===== src/rtl/rnsd_pkg.sv =====
package rnsd_pkg;

  typedef struct packed {
    logic neg;
    logic two;
    logic one;
  } pp_sel_t;

  // lower digit: 00=0, 01=+1, 10=+/-2 by variant, 11=-1
  function automatic pp_sel_t dec_low(input logic [1:0] code, input logic minus_set);
    pp_sel_t s;
    s.two = (code == 2'b10);
    s.one = code[0];
    s.neg = (code == 2'b11) || (s.two && minus_set);
    return s;
  endfunction

  // top digit: {negate, double, single}
  function automatic pp_sel_t dec_top(input logic [2:0] code);
    pp_sel_t s;
    s.neg = code[2];
    s.two = code[1];
    s.one = code[0];
    return s;
  endfunction

endpackage


===== src/rtl/rnsd_coef_rom.sv =====
module rnsd_coef_rom #(
  parameter int B_W       = 16,
  parameter int DEPTH     = 8,
  parameter bit MINUS_SET = 1'b1,
  localparam int NDIG     = B_W / 2,
  localparam int WORD_W   = B_W + 1,
  localparam int IDX_W    = (DEPTH > 1) ? $clog2(DEPTH) : 1
) (
  input  logic [IDX_W-1:0]  idx,
  output logic [WORD_W-1:0] word
);

  function automatic logic [B_W-1:0] coef_val(input int k);
    logic [B_W-1:0] c;
    c = '0;
    case (k)
      0: c = {1'b1, {(B_W-1){1'b0}}};
      1: c = {1'b0, {(B_W-1){1'b1}}};
      2: c = '0;
      3: c = '1;
      4: for (int i = 0; i < NDIG; i++) c[2*i +: 2] = 2'b01;
      5: for (int i = 0; i < NDIG; i++) c[2*i +: 2] = 2'b10;
      default: c = B_W'(k * 40503 + 12345);
    endcase
    return c;
  endfunction

  // build-time recoding, least significant digit first, carry in {0,1}
  function automatic logic [WORD_W-1:0] encode(input logic [B_W-1:0] b);
    logic [WORD_W-1:0] w;
    int cy, v, d, t;
    w  = '0;
    cy = 0;
    for (int i = 0; i < NDIG - 1; i++) begin
      v = int'(b[2*i +: 2]) + cy;
      if (MINUS_SET) begin
        if (v <= 1) begin d = v; cy = 0; end
        else begin d = v - 4; cy = 1; end
      end else begin
        if (v <= 2) begin d = v; cy = 0; end
        else begin d = v - 4; cy = 1; end
      end
      case (d)
        0:       w[2*i +: 2] = 2'b00;
        1:       w[2*i +: 2] = 2'b01;
        -1:      w[2*i +: 2] = 2'b11;
        default: w[2*i +: 2] = 2'b10;
      endcase
    end
    t = -2 * int'(b[B_W-1]) + int'(b[B_W-2]) + cy;
    case (t)
      1:       w[WORD_W-1 -: 3] = 3'b001;
      2:       w[WORD_W-1 -: 3] = 3'b010;
      -1:      w[WORD_W-1 -: 3] = 3'b101;
      -2:      w[WORD_W-1 -: 3] = 3'b110;
      default: w[WORD_W-1 -: 3] = 3'b000;
    endcase
    return w;
  endfunction

  logic [WORD_W-1:0] table_q [DEPTH];

  // one constant word per entry, B_W+1 bits
  for (genvar k = 0; k < DEPTH; k++) begin : g_entry
    localparam logic [WORD_W-1:0] ENC = encode(coef_val(k));
    assign table_q[k] = ENC;
  end

  always_comb begin
    word = '0;
    for (int k = 0; k < DEPTH; k++)
      if (idx == IDX_W'(k)) word = table_q[k];
  end

endmodule


===== src/rtl/rnsd_pp_gen.sv =====
module rnsd_pp_gen
  import rnsd_pkg::*;
#(
  parameter int A_W       = 16,
  parameter int P_W       = 32,
  parameter int SHIFT     = 0,
  parameter bit IS_TOP    = 1'b0,
  parameter bit MINUS_SET = 1'b1
) (
  input  logic [A_W-1:0] a,
  input  logic [2:0]     code,
  output logic [P_W-1:0] pp
);

  pp_sel_t        sel;
  logic [P_W-1:0] a_ext;
  logic [P_W-1:0] mag;
  logic [P_W-1:0] sgn;

  // top digit uses the Booth code; R6 R7: lower digits the variant set
  if (IS_TOP) begin : g_top
    assign sel = dec_top(code);
  end else begin : g_low
    assign sel = dec_low(code[1:0], MINUS_SET);
  end

  assign a_ext = {{(P_W-A_W){a[A_W-1]}}, a};

  always_comb begin
    if (sel.two)      mag = a_ext << 1;
    else if (sel.one) mag = a_ext;
    else              mag = '0;
    sgn = sel.neg ? (~mag + P_W'(1)) : mag;
    pp  = sgn << SHIFT;
  end

endmodule


===== src/rtl/rnsd_premul.sv =====
module rnsd_premul #(
  parameter int A_W       = 16,
  parameter int B_W       = 16,
  parameter int DEPTH     = 8,
  parameter bit MINUS_SET = 1'b1,
  localparam int P_W      = A_W + B_W,
  localparam int NDIG     = B_W / 2,
  localparam int WORD_W   = B_W + 1,
  localparam int IDX_W    = (DEPTH > 1) ? $clog2(DEPTH) : 1
) (
  input  logic             clk,
  input  logic             rst_n,
  input  logic             in_valid,
  input  logic [IDX_W-1:0] coef_idx,
  input  logic [A_W-1:0]   a,
  output logic             out_valid,
  output logic [P_W-1:0]   product
);

  logic [WORD_W-1:0] word;
  logic [P_W-1:0]    pp [NDIG];
  logic [P_W-1:0]    sum;
  logic [P_W-1:0]    prod_d, prod_q;
  logic              vld_d, vld_q;

  rnsd_coef_rom #(.B_W(B_W), .DEPTH(DEPTH), .MINUS_SET(MINUS_SET)) u_rom (
    .idx  (coef_idx),
    .word (word)
  );

  for (genvar i = 0; i < NDIG; i++) begin : g_dig
    logic [2:0] dcode;
    if (i == NDIG - 1) begin : g_hi
      assign dcode = word[WORD_W-1 -: 3];
    end else begin : g_lo
      assign dcode = {1'b0, word[2*i +: 2]};
    end
    rnsd_pp_gen #(
      .A_W(A_W), .P_W(P_W), .SHIFT(2*i),
      .IS_TOP(i == NDIG - 1), .MINUS_SET(MINUS_SET)
    ) u_pp (
      .a    (a),
      .code (dcode),
      .pp   (pp[i])
    );
  end

  always_comb begin
    sum = '0;
    for (int i = 0; i < NDIG; i++) sum = sum + pp[i];
  end

  // next state
  always_comb begin
    vld_d  = in_valid;
    prod_d = in_valid ? sum : prod_q;
  end

  // registers
  always_ff @(posedge clk or negedge rst_n) begin
    if (!rst_n) begin
      vld_q  <= 1'b0;
      prod_q <= '0;
    end else begin
      vld_q  <= vld_d;
      prod_q <= prod_d;
    end
  end

  assign out_valid = vld_q;
  assign product   = prod_q;


  top_code_legal_chk: assert property (@(posedge clk) disable iff (!rst_n)
    in_valid |-> (word[WORD_W-2 -: 2] != 2'b11) &&
                 !(word[WORD_W-1] && word[WORD_W-2 -: 2] == 2'b00));


  valid_follow_chk: assert property (@(posedge clk) disable iff (!rst_n)
    in_valid |=> out_valid);


  valid_idle_chk: assert property (@(posedge clk) disable iff (!rst_n)
    !in_valid |=> !out_valid);


  product_hold_chk: assert property (@(posedge clk) disable iff (!rst_n)
    !in_valid |=> $stable(product));


  zero_operand_chk: assert property (@(posedge clk) disable iff (!rst_n)
    (in_valid && a == '0) |=> (product == '0));

endmodule


===== config.mk =====
export PLATFORM = sky130hd
export DESIGN_NAME = rnsd_premul
export DESIGN_NICKNAME = d
export VERILOG_FILES = /design/src/rtl/rnsd_pkg.sv /design/src/rtl/rnsd_coef_rom.sv /design/src/rtl/rnsd_pp_gen.sv /design/src/rtl/rnsd_premul.sv
export SDC_FILE = /design/constraint.sdc
export NUM_CORES = 1
export LEC_CHECK = 0
export ABC_AREA = 1
export BUFFER_PORTS_ARGS = -buffer_cell sky130_fd_sc_hd__buf_2
export CORE_ASPECT_RATIO = 1.4
export CORE_MARGIN = 1
export CORE_UTILIZATION = 25
export CTS_CLUSTER_SIZE = 20
export DETAILED_ROUTE_END_ITERATION = 12
export PLACE_DENSITY = 0.47
export SLEW_MARGIN = 20
export SYNTH_ARGS = -nofsm -noshare
export SYNTH_HDL_FRONTEND = slang
export SYNTH_SLANG_ARGS = --single-unit
export TNS_END_PERCENT = 1

===== constraint.sdc =====
create_clock -name clk -period 0.8 [get_ports clk]
set_input_delay 0.08 -clock clk [delete_from_list [all_inputs] [get_ports clk]]
set_output_delay 0.08 -clock clk [all_outputs]
set_load 0.05 [all_outputs]

# Word level (Yosys, flattened, before mapping)

Index checks and enable logic that the tools add are counted.

Bits in registers: 33
Bits in latches: 0
RAM bits: 0
Bits in read-only memories: 0
Input port bits: 22
Output and inout port bits: 33
Logic and storage cells: 86
Memories kept: 0

$add $sub $neg: 15
Multiply operators: 0
Divide/modulo/power cells: 0
Order comparisons: 0
Equality and inequality tests: 21
Shift operators: 0
Multiplexer cells: 32
Bitwise gates (word level): 8
Reduce and logical (&&, ||, !) cells: 8

Operator list:

| kind                                                            | count |
|---|---|
| 32-bit adder                                                    | 7 |
| 17-bit 2-to-1 mux                                               | 8 |
| 32-bit 2-to-1 mux                                               | 3 |
| 30-bit 2-to-1 mux                                               | 3 |
| 28-bit 2-to-1 mux                                               | 3 |
| 26-bit 2-to-1 mux                                               | 3 |
| 24-bit 2-to-1 mux                                               | 3 |
| 22-bit 2-to-1 mux                                               | 3 |
| 20-bit 2-to-1 mux                                               | 3 |
| 18-bit 2-to-1 mux                                               | 3 |
| 32-bit by 1-bit adder with 32-bit output, second input constant | 1 |
| 32-bit inverter                                                 | 1 |
| 30-bit by 1-bit adder with 30-bit output, second input constant | 1 |
| 30-bit inverter                                                 | 1 |
| 28-bit by 1-bit adder with 28-bit output, second input constant | 1 |
| 2-bit equality test, second input constant                      | 14 |
| 28-bit inverter                                                 | 1 |
| 26-bit by 1-bit adder with 26-bit output, second input constant | 1 |
| 26-bit inverter                                                 | 1 |
| 24-bit by 1-bit adder with 24-bit output, second input constant | 1 |
| 24-bit inverter                                                 | 1 |
| 22-bit by 1-bit adder with 22-bit output, second input constant | 1 |
| 22-bit inverter                                                 | 1 |
| 20-bit by 1-bit adder with 20-bit output, second input constant | 1 |
| other kinds (8)                                                 | 18 |

# Depth between registers and ports, before layout

Gate-level depths: netlist of the first run.

Depth in word-level cells: 21
Gate-level depth with buffers: 40
Mapped depth without buffers: 38

# Modules after synthesis

From an unflattened synthesis of the first run, not the netlist that was laid out.

Cell total of the unflattened synthesis: 2735
Area, all modules: 17023.8 um^2

Modules (own cells, without submodules):

| module                       | instances | cells each | area each (um^2) |
|---|---|---|---|
| rnsd_premul                  | 1         | 1211       | 8863.5 |
| rnsd_pp_gen at g_dig[0].u_pp | 1         | 190        | 1028.5 |
| rnsd_pp_gen at g_dig[5].u_pp | 1         | 191        | 1012.2 |
| rnsd_pp_gen at g_dig[1].u_pp | 1         | 192        | 1007.2 |
| rnsd_pp_gen at g_dig[6].u_pp | 1         | 186        | 1006.0 |
| rnsd_pp_gen at g_dig[7].u_pp | 1         | 179        | 1006.0 |
| rnsd_pp_gen at g_dig[4].u_pp | 1         | 188        | 996.0 |
| rnsd_pp_gen at g_dig[2].u_pp | 1         | 189        | 985.9 |
| rnsd_pp_gen at g_dig[3].u_pp | 1         | 183        | 975.9 |
| rnsd_coef_rom                | 1         | 26         | 142.6 |

# Worst setup path before layout of the first run

OpenSTA, ideal clock, no wires.

Path kind: input port to flip-flop
Start point: in coef_idx[2]
End point: reg prod_q[25], in the netlist product[25]
Setup time: 0.118 ns
Arrival: 5.966 ns
Data required time: 0.682 ns
Path slack: -5.283 ns
Stages on the path: 34
Path through: buf_6 > inv_4 > buf_6 > ha_1 > inv_1 > buf_2 > nand2_1 > ha_1 > nand4_1 > nor3_1 > nand2_1 > nor3_2 > and3_1 > nand3_2 > a21oi_4 > inv_1 > nor2_1 > fa_1 > inv_1 > fa_1 > fa_1 > inv_1 > fa_1 > inv_1 > ha_1 > a21oi_1 > inv_1 > a31oi_1 > o221ai_1 > a21oi_1 > o21ai_0 > or2_2 > nand3_1 > nand2_1

Cells in the longest elaborated chain, start to end: 20
Elaborated cells between the ends (all ways): 84
Those cells by class: add/sub: 15; eq/ne: 21; mux: 32; bitwise: 8; reduce/logical: 8

RTL lines:

| item                                                                                                        | line                | RTL |
|---|---|---|
| from (decl)                                                                                                 | rnsd_premul.sv:14   | `input logic [IDX_W-1:0] coef_idx,` |
| 3-bit by 1-bit equality test with 1-bit output                                                              | rnsd_coef_rom.sv:72 | `if (idx == IDX_W'(k)) word = table_q[k];` |
| 17-bit 2-to-1 mux (6 in series)                                                                             | rnsd_coef_rom.sv:72 |  |
| 17-bit 2-to-1 mux (*)                                                                                       | rnsd_coef_rom.sv:72 |  |
| 2-bit equality test, or another cell as far along                                                           | rnsd_pkg.sv:12      | `s.two = (code == 2'b10);` |
| 32-bit 2-to-1 mux / 30-bit 2-to-1 mux (equally long branches)                                               | rnsd_pp_gen.sv:30   | `if (sel.two) mag = a_ext << 1;` |
| 32-bit inverter / 30-bit inverter (equally long branches)                                                   | rnsd_pp_gen.sv:33   | `sgn = sel.neg ? (~mag + P_W'(1)) : mag;` |
| 32-bit by 1-bit adder with 32-bit output / 30-bit by 1-bit adder with 30-bit output (equally long branches) | rnsd_pp_gen.sv:33   |  |
| 32-bit 2-to-1 mux / 30-bit 2-to-1 mux (equally long branches)                                               | rnsd_pp_gen.sv:33   |  |
| 32-bit adder (6 in series)                                                                                  | rnsd_premul.sv:50   | `for (int i = 0; i < NDIG; i++) sum = sum + pp[i];` |
| 32-bit adder (*)                                                                                            | rnsd_premul.sv:50   |  |
| to (signal assigned)                                                                                        | rnsd_premul.sv:66   | `prod_q <= prod_d;` |
| to (decl)                                                                                                   | rnsd_premul.sv:23   | `logic [P_W-1:0] prod_d, prod_q;` |

Mark *: on every way between the ends. The rest lies on a longest branch, timed or not.
A chain may end at the register's enable or synchronous reset.

# Worst setup path in the final report of the first run

Start point: in coef_idx[2]
End point: reg prod_q[31], in the netlist product[31]

Same word-level chain as after synthesis.

==> results of run 1 <==
[layer usage]
metal	vias up	GRT usage [%]
met2	203	38.1
met1	5591	23.7
met3	72	0.996
met4	0	9.45
li1	5786	-
met5	-	0
[cells by family after synthesis]
| family | after synthesis |
|---|---|
| DFF | 33 |
| AOI/OAI and AO/OA | 192 |
| xor gates and xnor gates | 114 |
| adders and majority gates | 189 |
| and+or+nand+nor | 668 |
| buffers and inverters | 378 |
[placed cells by master, fill, tap and decap left out, types with 17 or more instances in the layout]
master   instances
inv_1          288
xor2_1          63
ha_1            27
xnor2_1         42
buf_4          445
buf_2           17
nand2_1        320
inv_2           37
nand2_4         20
o21ai_0         64
nor2_2          20
ha_4            28
nand2_2         46
nand3_1         63
nor2_1         112
buf_6           47
buf_12          17
fa_1           118
a21oi_1         34
dfrtp_1         32
a21oi_2         20
[worst max-delay path, delay by kind of cell]
kind | cells | cell delay [ns]
AND/OR/NAND/NOR | 23 | 2.51
AO/OA/AOI/OAI | 1 | 0.06
buffers and inverters | 8 | 0.76
adder cells (fa/ha/maj) | 5 | 2.34
[through the flow]
step	setup TNS [ns]	setup slack, ns	hold WS, ns	utilization (%)	std cells
global route	-127.15	-5.03	0.188	39.9	2609
detailed placement	-139.50	-5.65	0.0521	35.4	2560
global placement	-137.33	-5.59	0.0500	35.4	2560
floorplan	-118.64	-4.87	-0.216	-	1574
finish	-119.21	-4.75	0.179	39.9	2609
CTS	-120.10	-4.73	0.181	39.0	2603
[cell usage after synthesis, types with 2 or more instances]
cell / n / share of area (%)
a21o_1: 4 / 0.28
a21oi_1: 54 / 2.5
a21oi_2: 5 / 0.41
a221oi_1: 2 / 0.16
a31o_2: 2 / 0.16
a31oi_1: 12 / 0.70
buf_2: 15 / 0.70
buf_4: 3 / 0.21
buf_6: 11 / 1.1
clkbuf_1: 21 / 0.73
dfrtp_1: 33 / 7.6
fa_1: 131 / 24
ha_1: 58 / 6.7
inv_1: 313 / 11
inv_2: 14 / 0.49
nand2_1: 355 / 12
nand2_2: 25 / 1.4
nand2_4: 7 / 0.73
nand3_1: 78 / 3.6
nand3_2: 6 / 0.56
nand3b_1: 2 / 0.14
nand4_1: 10 / 0.58
nor2_1: 129 / 4.5
nor2_2: 13 / 0.75
nor2_4: 2 / 0.21
nor3_1: 16 / 0.74
nor3_2: 7 / 0.65
nor4_1: 2 / 0.12
o21a_1: 3 / 0.21
o21ai_0: 78 / 3.6
o21ai_1: 9 / 0.42
o21ai_2: 4 / 0.32
o21bai_1: 4 / 0.28
o31ai_1: 8 / 0.56
or2_2: 8 / 0.46
xnor2_1: 46 / 3.7
xor2_1: 68 / 5.5
[registers in the layout (all words and copies together), names as in the netlist]
register / count
product: 32
out_valid: 1
[final cells by class]
cell class	count	area (um2)
Fill cell	4424	25500
Tap cell	546	683
Sequential cell	33	827
Clock inverter	3	17.5
Timing Repair Buffer	531	4380
Inverter	328	1240
Clock buffer	5	125
Multi-Input combinational cell	1163	9650
[worst paths after layout]
kind	cells past startpoint	slack, ns	endpoint	start
setup / recovery	37	-4.75	product[31]	coef_idx[2]
hold / removal	2	0.18	out_valid	in_valid
setup reg to reg	2	0.11	product[25]	product[25]
hold reg to reg	2	0.50	product[6]	product[6]
max in group asynchronous	3	0.29	product[25]	rst_n
min in group asynchronous	3	0.27	product[1]	rst_n
[repair_timing]
| item | in CTS | in global routing |
|---|---|---|
| resized for setup | 280 | 67 |
| hold endpoints to repair | 33 | 0 |
| gates cloned | 1 | 0 |
| pin swaps | 127 | 52 |
| endpoints found under the setup margin | 65 | 64 |
| setup buffers | 34 | 6 |
| hold buffers | 1 | 0 |
==> impl_metrics.csv, run 1 <==
group,metric,value,unit
route,top_layer_used,"met4",
critical_path,cp-end-kind,"register",
route,wl_met1,17700,um
route,met3_length,1080,um
route,wl_met2,22700,um
route,vias,11652,
synth,synthMuxAreaShare,0,%
global_route,grt_max_degree,34,
floorplanning,dieArea,44000,um2
clocking,cts_buffers,5,
route,dr.first_iter.drc_count,586,
synth,synth_cells,1574,
synth,yosys_warnings,0,
timing,min_period,5.55,ns
run,maxCapViolations,0,
synth,yosys.area_share.simple,27.7,%
timing,max_clock_freq,180,MHz
floorplanning,die_x,178,um
placement,port_buffers,54,
global_route,grt.total_usage,20.4,%
synth,synth_top_family_by_area,"adder cells",
placement,place_area,15000,um2
synth,synth-xor-area-share,9.24,%
timing,final_hold_viol_count,0,
layout,postLayoutCellArea,16900,um2
route,wire_per_inst,16.7,um
synth,synth-seq-cells,33,
route,drc_errors,0,
synth,synth_area,10800,um2
floorplanning,die_h,248,um
global_route,first_global_vias,12238,
critical_path,worst_path_most_repeated_cell,"nand2_2",
placement,dpl.hpwl,38200,um
timing,period_share,694,%
timing,skew,0,ns
route,drt_wl_total,43500,um
synth,yosys.area_share.adder,31.0,%
timing,drv_slew,0,
clocking,htreeDepth,2,
layout,syn_to_final_growth,56.6,%
floorplanning,fp.coreArea,42400,um2
clocking,cts_max_path_buffers,2,
synth,synth_cell_type_count,53,
critical_path,cp.arrival,5.75,ns
clocking,clock_latency,0.29,ns
global_route,antenna_found_initial,0,
route,via_per_inst,4.47,
synth,synth_compound_area_share,10.2,%
synth,synth_edf_count,0,
route,drt-pass1-iter-count,5,
timing,slew_headroom,55.0,%
outcome,status,"complete, but fails checks",
timing,setup_violations,64,
critical_path,criticalPathCategory,"in2reg",
global_route,grt_overflow,0,
synth,async_flop_share,100,%
layout,final_net_count,2273,
critical_path,slowest_stage,"fa_1",
critical_path,crit_required,0.99,ns
global_route,grt_pass1_wl,67600,um
synth,synth_flop_cell,"dfrtp_1",
critical_path,start_kind,"input pin",
outcome,violations,"setup timing",
route,antenna_left,0,
synth,synthesis.nets,1785,
critical_path,path_max_fanout,11,
synth,yosysSeqAreaShare,7.65,%
floorplanning,io_pins,55,
clocking,cts_tree,"yes",
critical_path,crit_path_max_incr_delay,0.55,ns
timing,setup_slack,-4.75,ns
clocking,clk_pin_slew_worst_paths,0.06,ns
synth,syn_avg_cell_area,6.86,um2
layout,drive_gt1_share,40.4,%
timing,worst_pin_slew,0.669,ns
floorplanning,initial_core_util,25.5,%
timing,rsz0062_at_grt,"yes",
floorplanning,num_rows,89,
clocking,cts_sinks,33,
clocking,ctsRootBufferMaster,"clkbuf_16",
layout,diodes,0,
min_path,hp-class,"in2reg",
placement,gp_congestion,0.938,
Power of run 1 is not shown: default switching activity piles up to over one toggle a cycle in this logic, so the estimate is an artifact.
==> run 2: changes to the inputs <==
--- a/config.mk
+++ b/config.mk
@@ -5,12 +5,11 @@
 export SDC_FILE = /design/constraint.sdc
 export NUM_CORES = 1
 export LEC_CHECK = 0
-export ABC_AREA = 1
 export BUFFER_PORTS_ARGS = -buffer_cell sky130_fd_sc_hd__buf_2
 export CORE_ASPECT_RATIO = 1.4
 export CORE_MARGIN = 1
 export CORE_UTILIZATION = 25
-export CTS_CLUSTER_SIZE = 20
+export CTS_CLUSTER_SIZE = 24
 export DETAILED_ROUTE_END_ITERATION = 12
 export PLACE_DENSITY = 0.47
 export SLEW_MARGIN = 20
==> run 2 against run 1 <==
  * The flow still finishes with violations (setup timing)
  * Sequential share of layout area is 0.062 points lower
  * Fmax fell by 11%
  * Utilization shrank 2.9 points
  * Global-route usage rose by 2.0 points
  * Synthesized area increased by 9.2%
  * Highest routed layer unchanged
==> impl_metrics.csv, run 2 <==
group,metric,value,unit
layout,final_net_count,2174,
timing,setup_violations,65,
critical_path,crit_path_max_incr_delay,0.57,ns
placement,placed_cells,2566,
run,maxCapViolations,0,
clocking,htreeDepth,2,
synth,synth_cell_type_count,85,
outcome,violations,"setup timing",
synth,yosys_warnings,0,
timing,rsz0062_at_grt,"yes",
clocking,ctsRootBufferMaster,"clkbuf_16",
route,drt_wl_total,52400,um
critical_path,start_kind,"input pin",
pwr,powerDensity,3310,nW/um2
critical_path,slowest_stage,"or4_4",
route,antenna_left,0,
floorplanning,num_rows,93,
placement,dp_slack,-6.08,ns
critical_path,crit_required,0.99,ns
pwr,p_switching,26.3,mW
outcome,status,"complete, but fails checks",
pwr,total_power,56.6,mW
layout,filler_cell_count,4928,
synth,synth-seq-cells,33,
global_route,grt.total_usage,22.5,%
min_path,hold_depth,3,
timing,skew,0,ns
pwr,seqPwrFrac,5.7,%
floorplanning,fp.coreArea,46300,um2
synth,synth_common_cells,"inv_1 (178), nand2_1 (159), fa_1 (131)",
clocking,cts_sinks,33,
layout,postLayoutCellArea,17100,um2
timing,period_share,777,%
floorplanning,io_pins,55,
route,wire_per_inst,20.3,um
synth,synth_area_leaders,"fa_1 (22%), dfrtp_1 (7.0%), xnor2_1 (6.5%)",
critical_path,cp.arrival,6.41,ns
synth,synthesis.nets,1771,
floorplanning,dieArea,48000,um2
global_route,antenna_found_initial,1,
global_route,grt_overflow,0,
route,dr.first_iter.drc_count,710,
floorplanning,die_x,186,um
global_route,grt_max_degree,39,
synth,yosys.area.top_type,"fa_1",
layout,finalNonFillerCells,2582,
synth,synth_top_area_share,22.2,%
pwr,clkPwrFrac,4.7,%
route,vias,12923,
floorplanning,die_h,259,um
route,via_per_inst,5.01,
route,drc_errors,0,
timing,final_hold_viol_count,0,
clocking,clk_pin_slew_worst_paths,0.06,ns
synth,synth_cells,1560,
pwr,p_comb_share,89.7,%
critical_path,crit_family,"adder cells",
critical_path,path_max_fanout,4,
synth,synth_edf_count,0,
timing,max_clock_freq,161,MHz
clocking,clock_latency,0.30,ns
placement,dpl.hpwl,44300,um
critical_path,cp_num_buf_inv,3,
timing,drv_slew,0,
global_route,grt_pass1_wl,80300,um
synth,synth_area,11800,um2
synth,synth_most_common_cell,"inv_1",
timing,worst_pin_slew,0.600,ns
pwr,ir_drop,3.05,mV
critical_path,criticalPathCategory,"in2reg",
clocking,cts_buffers,5,
synth,syn_avg_cell_area,7.56,um2
placement,place_area,16100,um2
clocking,cts_max_path_buffers,2,
pwr,p_int,30.2,mW
min_path,hp-class,"in2reg",
clocking,cts_tree,"yes",
timing,setup_slack,-5.42,ns
critical_path,cp-end-kind,"register",
layout,final_common_cell,"buf_4",
placement,port_buffers,54,
pwr,netSwitchingFraction,46.6,%
layout,largest_reg_flops,32,
floorplanning,initial_core_util,25.5,%
synth,async_flop_share,100,%
route,drt-pass1-iter-count,5,
critical_path,timing.reg2reg.worst_path_depth,1,
timing,slew_headroom,59.6,%
pwr,leakagePower,7.91,nW
placement,gp_congestion,0.972,
critical_path,worst_path_most_repeated_cell,"fa_1",
synth,yosysSeqAreaShare,7.00,%
critical_path,worst-path-stages,25,
layout,syn_to_final_growth,45.1,%
timing,min_period,6.22,ns
global_route,first_global_vias,13349,
synth,synth_flop_cell,"dfrtp_1",
layout,most-common-layout-cells,"buf_4 (443), inv_1 (171), nand2_1 (153)",
layout,drive_gt1_share,35.3,%
-- run 2: changes by cell type after synthesis, sizes merged, moves of 19 or more --
cell / before / now
nor2: 145 / 112
xor2: 68 / 39
a21oi: 60 / 91
nand3: 85 / 16
xnor2: 46 / 87
clkbuf: 21 / 83
nand2: 387 / 160
inv: 328 / 179
o21ai: 91 / 110
o22ai: 1 / 35
a211oi: 0 / 20
mux2: 0 / 30
-- run 2: cell type report --
cell class              count  area, um2  area share, %
multi-input cells        1222      10500           61.3
repair buffers            516       4140           24.2
flip-flops and latches     33        826           4.83
well taps                 617        772           4.51
inverters                 185        701           4.10
clock buffers               5        125          0.731
clock inverters             3       65.1          0.380
diodes                      1       2.50         0.0146
-- run 2: power groups by stage --
stage                     registers (mW)  logic [mW]  clock network [mW]
after floorplan                     5.80        29.3                   0
after global placement              3.06        48.7                   0
after detailed placement            3.08        49.2                   0
after CTS                           3.24        51.5                2.72
after global routing                3.34        56.6                2.78
final                               3.22        50.7                2.63
-- run 2: tightest hold or removal path: cells and delay by family --
family	cells	cell delay (ns)
AO/OA/AOI/OAI	1	0.08
buffers and inverters	2	0.28
-- run 2: worst paths after layout --
kind | from | slack, ns | endpoint
min in group asynchronous | rst_n | 0.27 | product[21]
max in group asynchronous | rst_n | 0.35 | product[4]
worst min-delay path | in_valid | 0.21 | product[8]
worst max register to register | product[31] | 0.01 | product[31]
worst min register to register | product[23] | 0.52 | product[23]
worst max-delay path | a[0] | -5.42 | product[29]
-- run 2: cells by family (layout without fill, tap and decap cells) --
group | count (synthesis) | count (layout) | share of synthesized area (%)
XOR/XNOR | 127 | 127 | 9.55
AO/OA/AOI/OAI | 448 | 448 | 24.7
AND/OR/NAND/NOR | 415 | 415 | 16.4
buffers and inverters | 305 | 709 | 9.99
multiplexers | 43 | 43 | 4.00
adder cells (fa/ha/maj) | 189 | 189 | 28.4
flip-flops | 33 | 33 | 7.00
other | 0 | 1 | 0
-- run 2: per-stage QoR --
step / hold WS (ns) / util, % / setup TNS, ns
3_3_place_gp: 0.0567 / 34.8 / -145.39
5_1_grt: 0.234 / 36.9 / -139.24
4_1_cts: 0.209 / 36.6 / -132.03
3_5_place_dp: 0.0631 / 34.8 / -146.52
6_report: 0.211 / 36.9 / -130.80
2_1_floorplan: -0.216 / - / -144.69
-- run 2: repair_timing --
| action | in CTS | in global routing |
|---|---|---|
| setup endpoints to repair | 65 | 65 |
| endpoints found under the hold margin | 33 | 0 |
| gates resized for setup | 169 | 39 |
| setup buffers | 5 | 3 |
| hold buffers | 1 | 0 |
| pin swaps | 51 | 23 |
-- run 2: per-layer routing --
| metal | up-vias | global-route usage (%) | wire length [um] |
|---|---|---|---|
| met5 | - | 0 | 0 |
| met4 | 0 | 14.5 | 3900 |
| met3 | 110 | 1.43 | 1330 |
| met2 | 315 | 41.8 | 27800 |
| met1 | 6375 | 24.2 | 19400 |
| li1 | 6123 | - | - |
Note: power is estimated with default switching activity, not from simulation.
